==> src/rtl/irq_latch_pkg.sv <==
package irq_latch_pkg;
    typedef enum logic [1:0] {
        ST_IDLE    = 2'd0,
        ST_LATCHED = 2'd1,
        ST_HOLD    = 2'd2
    } irq_state_e;

    localparam int BIT_MODE = 0;
    localparam int BIT_MASK = 1;
    localparam int BIT_CLR  = 2;
    localparam int BIT_PEND = 3;
    localparam int MIN_REG_W = 4;
endpackage

==> src/rtl/irq_pin_sync.sv <==
module irq_pin_sync #(
    parameter int STAGES = 2
) (
    input  logic clk,
    input  logic pin_n,
    output logic pin_low,
    output logic fall
);
    localparam int CHAIN_W = STAGES + 1;

    // Free-running chain; reset is intentionally not applied so that a pin
    // held low through reset is not seen as a fresh edge afterwards.
    logic [CHAIN_W-1:0] chain;

    always_ff @(posedge clk) begin
        chain <= {chain[CHAIN_W-2:0], pin_n};
    end

    assign pin_low = ~chain[STAGES-1];
    assign fall    = chain[STAGES] & ~chain[STAGES-1];
endmodule

==> src/rtl/irq_ctrl_reg.sv <==
module irq_ctrl_reg
    import irq_latch_pkg::*;
#(
    parameter int REG_W = 4
) (
    input  logic             clk,
    input  logic             rst,
    input  logic             wr_en,
    input  logic [REG_W-1:0] wr_data,
    input  logic             pending,
    output logic             mode,
    output logic             mask,
    output logic             sw_clear,
    output logic [REG_W-1:0] rd_data
);
    always_ff @(posedge clk) begin
        if (rst) begin
            mode <= 1'b0;
            mask <= 1'b0;
        end else if (wr_en) begin
            mode <= wr_data[BIT_MODE];
            mask <= wr_data[BIT_MASK];
        end
    end

    assign sw_clear = wr_en & wr_data[BIT_CLR];

    always_comb begin
        rd_data           = '0;
        rd_data[BIT_MODE] = mode;
        rd_data[BIT_MASK] = mask;
        rd_data[BIT_PEND] = pending;
    end
endmodule

==> src/rtl/irq_latch_fsm.sv <==
module irq_latch_fsm
    import irq_latch_pkg::*;
(
    input  logic clk,
    input  logic rst,
    input  logic mode,
    input  logic fall,
    input  logic pin_low,
    input  logic clear,
    output logic pending
);
    irq_state_e state_q;
    irq_state_e state_d;

    always_ff @(posedge clk) begin
        if (rst) begin
            state_q <= ST_IDLE;
        end else begin
            state_q <= state_d;
        end
    end

    always_comb begin
        state_d = state_q;
        unique case (state_q)
            ST_IDLE: begin
                if (fall || (mode && pin_low)) begin
                    state_d = ST_LATCHED;
                end
            end
            ST_LATCHED: begin
                // a new edge wins over a coincident clear
                if (!fall && clear) begin
                    state_d = (mode && pin_low) ? ST_HOLD : ST_IDLE;
                end
            end
            ST_HOLD: begin
                if (!mode || !pin_low) begin
                    state_d = ST_IDLE;
                end
            end
            default: state_d = ST_IDLE;
        endcase
    end

    always_comb begin
        pending = (state_q != ST_IDLE);
    end
endmodule

==> src/rtl/irq_latch_top.sv <==
module irq_latch_top
    import irq_latch_pkg::*;
#(
    parameter int SYNC_STAGES = 2,
    parameter int REG_W       = 4
) (
    input  logic             clk,
    input  logic             rst,
    input  logic             pin_n,
    input  logic             wr_en,
    input  logic [REG_W-1:0] wr_data,
    output logic [REG_W-1:0] rd_data,
    input  logic             ack_i,
    output logic             irq_o
);
    logic pin_low;
    logic fall;
    logic mode;
    logic mask;
    logic sw_clear;
    logic clear;
    logic pending;

    irq_pin_sync #(.STAGES(SYNC_STAGES)) u_sync (
        .clk     (clk),
        .pin_n   (pin_n),
        .pin_low (pin_low),
        .fall    (fall)
    );

    irq_ctrl_reg #(.REG_W(REG_W)) u_reg (
        .clk      (clk),
        .rst      (rst),
        .wr_en    (wr_en),
        .wr_data  (wr_data),
        .pending  (pending),
        .mode     (mode),
        .mask     (mask),
        .sw_clear (sw_clear),
        .rd_data  (rd_data)
    );

    assign clear = ack_i | sw_clear;

    irq_latch_fsm u_fsm (
        .clk     (clk),
        .rst     (rst),
        .mode    (mode),
        .fall    (fall),
        .pin_low (pin_low),
        .clear   (clear),
        .pending (pending)
    );

    assign irq_o = pending & ~mask;
endmodule

==> config.mk <==
export PLATFORM = sky130hd
export DESIGN_NAME = irq_latch_top
export DESIGN_NICKNAME = d
export VERILOG_FILES = /design/src/rtl/irq_latch_pkg.sv /design/src/rtl/irq_pin_sync.sv /design/src/rtl/irq_ctrl_reg.sv /design/src/rtl/irq_latch_fsm.sv /design/src/rtl/irq_latch_top.sv
export SDC_FILE = /design/constraint.sdc
export NUM_CORES = 1
export LEC_CHECK = 0
export ABC_AREA = 1
export BUFFER_PORTS_ARGS = -buffer_cell sky130_fd_sc_hd__buf_2
export CORE_AREA = 2 2 39 41
export CTS_CLUSTER_DIAMETER = 150
export CTS_CLUSTER_SIZE = 10
export DETAILED_ROUTE_END_ITERATION = 12
export DIE_AREA = 0 0 41 43
export GPL_TIMING_DRIVEN = 1
export PLACE_DENSITY_LB_ADDON = 0.12
export SLEW_MARGIN = 20
export SYNTH_ARGS = -nofsm -noshare
export SYNTH_HDL_FRONTEND = slang
export SYNTH_SLANG_ARGS = --single-unit
==> constraint.sdc <==
create_clock -name clk -period 1.2 [get_ports clk]
set_input_delay 0.06 -clock clk [delete_from_list [all_inputs] [get_ports clk]]
set_output_delay 0.06 -clock clk [all_outputs]
set_load 0.05 [all_outputs]
==> flow_summary.toml <==
[critical_path]
worstPathMaxFanout = 4
path_cells = "nor2_2 -> nor2_1 -> buf_2"
worst-r2r-setup-slack_ps = 290
cp-end-kind = "output port"
regToRegEndpoint = "u_fsm.state_q[0]"
critPathKind = "reg2out"
reg2regPathDepth = 4
startpoint_type = "flip-flop"
slowest_delay_ps = 390
crit_path_end = "irq_o"
r2r_start = "u_fsm.state_q[0]"
required_ps = 1140
slowest_stage = "dfxtp_1"
cp.arrival_ps = 1040
startpoint = "u_fsm.state_q[0]"

[global_route]
antenna_found_initial = 0
grt_pass1_vias = 232
grt_overflow = 0
gr-usage-all-layers_pct = 8.54
grt_max_degree = 5
grt_pass1_wl_um = 938

[logic_synthesis]
synthCells = 39
yosys_register_bits = 7
ys_seq_area_share_pct = 47.3
ys_warn_count = 0
syn_nets = 48
syn-cell-area_um2 = 297
syn_avg_cell_area_um2 = 7.60
synth_cell_types = 15

[route]
route.vias.total = 254
drtIter0Drc = 3
via_per_inst = 3.79
wire_per_inst_um = 8.09
firstDrtPassIters = 4
drtAntennaViolNets = 0
drc = 0
wl_um = 542

[run_status]
outcome = "finished clean"

[die]
die_area_mm2 = 0.00176
die_y_um = 43
rows = 14
core_mm2 = 0.00138
start_util_pct = 21.4
pin_count = 14
fp.dieW_um = 41

[placed_design]
dp.final_hpwl_um = 416
portBuffers = 11
gp_congestion = 0.643

[finish]
area.sequential_um2 = 140
multi_input_area_um2 = 100
drive_gt1_share_pct = 33.3
utilization_pct = 27.3
nets = 61
fillers = 168
final_common_cell = "buf_2"
n_antenna_cell = 0
mostFrequentLayoutCells = "buf_2, nand2_1, dfxtp_1, inv_1, nor2_1"
area_growth_pct = 27.4

[clock_tree]
clk_pin_slew_worst_paths_ps = 60
h-tree-depth = 1
cts-resized-gates = 0
clk_latency_ps = 260
cts_root_buf = "clkbuf_4"
cts_sinks = 7
cts.path.max_buffers = 2
cts-buffers-inserted = 3
cts_tree = "done"

[timing]
fin_crit_sh_pct = 91.9
finClkSkew_ps = 6.63
finalSetupTns_ps = 0
slew_violations = 0
fin_crit_ps = 1100
max_freq_mhz = 906
whs_ps = 10.4
setup-violations-final = 0
hold_viol = 0
rsz0062_at_grt = "false"

[power]
irDropWorstVdd_v = 0.000643
switching_power_uw = 166
leakage_nw = 0.196
seqPwrFrac_pct = 44.7
power_density_mw_per_mm2 = 1500
p_clk_share_pct = 39.0
swShare_pct = 29.3
power_frac_comb_pct = 16.3
intPower_uw = 400

[worst_hold_path]
hold_path_class = "in2reg"

[run]
cap_violations = 0
-- logic make-up (layout without fill, tap and decap cells) --
logic type | after synthesis | in the layout | share of synthesized area, %
compound gates | 5 | 5 | 10.5
buf+inv | 11 | 23 | 19.0
flops | 7 | 7 | 47.3
other cells | 1 | 1 | 1.26
simple gates | 15 | 15 | 21.9
-- routing by layer --
layer | vias to the layer above | wire length (µm) | GRT usage, %
li1 | 137 | - | -
met1 | 102 | 236 | 9.35
met2 | 15 | 226 | 10.9
met3 | 0 | 79 | 7.85
met4 | 0 | 0 | 4.00
met5 | - | 0 | 0
-- synthesized netlist by cell type (all sizes together) --
| cell type | number | area [µm²] |
|---|---|---|
| inv | 7 | 26.3 |
| buf | 4 | 30.0 |
| conb | 1 | 3.75 |
| a21oi | 3 | 18.8 |
| nor2 | 5 | 21.3 |
| nand4 | 1 | 6.26 |
| or2 | 1 | 6.26 |
| dfxtp | 7 | 140 |
| o21ai | 1 | 5.00 |
| nand3 | 1 | 5.00 |
| nand2 | 7 | 26.3 |
| a211oi | 1 | 7.51 |
-- area by class of cell --
type | instances | area share (%)
repair buffers | 12 | 17.2
inverters | 7 | 6.95
multi-input cells | 21 | 26.5
well taps | 16 | 5.30
flip-flops and latches | 7 | 37.1
clock buffers | 4 | 6.95
-- sequential cells by signal, indices dropped and copies added, names as in the netlist --
| register | cells |
|---|---|
| u_sync.chain | 3 |
| u_reg.mode | 1 |
| u_reg.mask | 1 |
| u_fsm.state_q | 2 |
-- through the flow --
| step | worst slack [ps] | cell area, µm² | total power [mW] | std cells |
|---|---|---|---|---|
| 4_1_cts | 85.3 | 378 | 0.580 | 67 |
| 6_report | 96.8 | 378 | 0.566 | 67 |
| 3_3_place_gp | 294 | 342 | 0.348 | 62 |
| 3_5_place_dp | 314 | 342 | 0.348 | 62 |
| 2_1_floorplan | 85.3 | 297 | 0.333 | 39 |
| 5_1_grt | 10.9 | 378 | 0.609 | 67 |
-- timing repair --
action / CTS / global route
hold endpoints to repair: 1 / 0
setup buffers: 0 / 0
hold buffers: 1 / 0
-- worst min path at each step --
stage                            end  depth (start not counted)  start
finish              u_fsm.state_q[0]                          2    rst
global route        u_fsm.state_q[0]                          2    rst
CTS                 u_fsm.state_q[0]                          2    rst
detailed placement   u_sync.chain[0]                          1  pin_n
global placement     u_sync.chain[0]                          1  pin_n
floorplan            u_sync.chain[0]                          0  pin_n
-- power groups by stage --
stage / clock network [mW] / logic, mW / registers [mW]
after floorplan: 0 / 0.0764 / 0.256
final: 0.221 / 0.0920 / 0.253
after detailed placement: 0 / 0.0900 / 0.258
after global routing: 0.251 / 0.103 / 0.255
after global placement: 0 / 0.0902 / 0.258
after CTS: 0.234 / 0.0929 / 0.253
-- worst max-delay path: cells and delay by family, from the launching register on --
kind                   cells  cell delay, ps
buffers and inverters      1             260
flip-flops                 1             390
AND/OR/NAND/NOR            2             130
(Power assumes the default switching activity.)
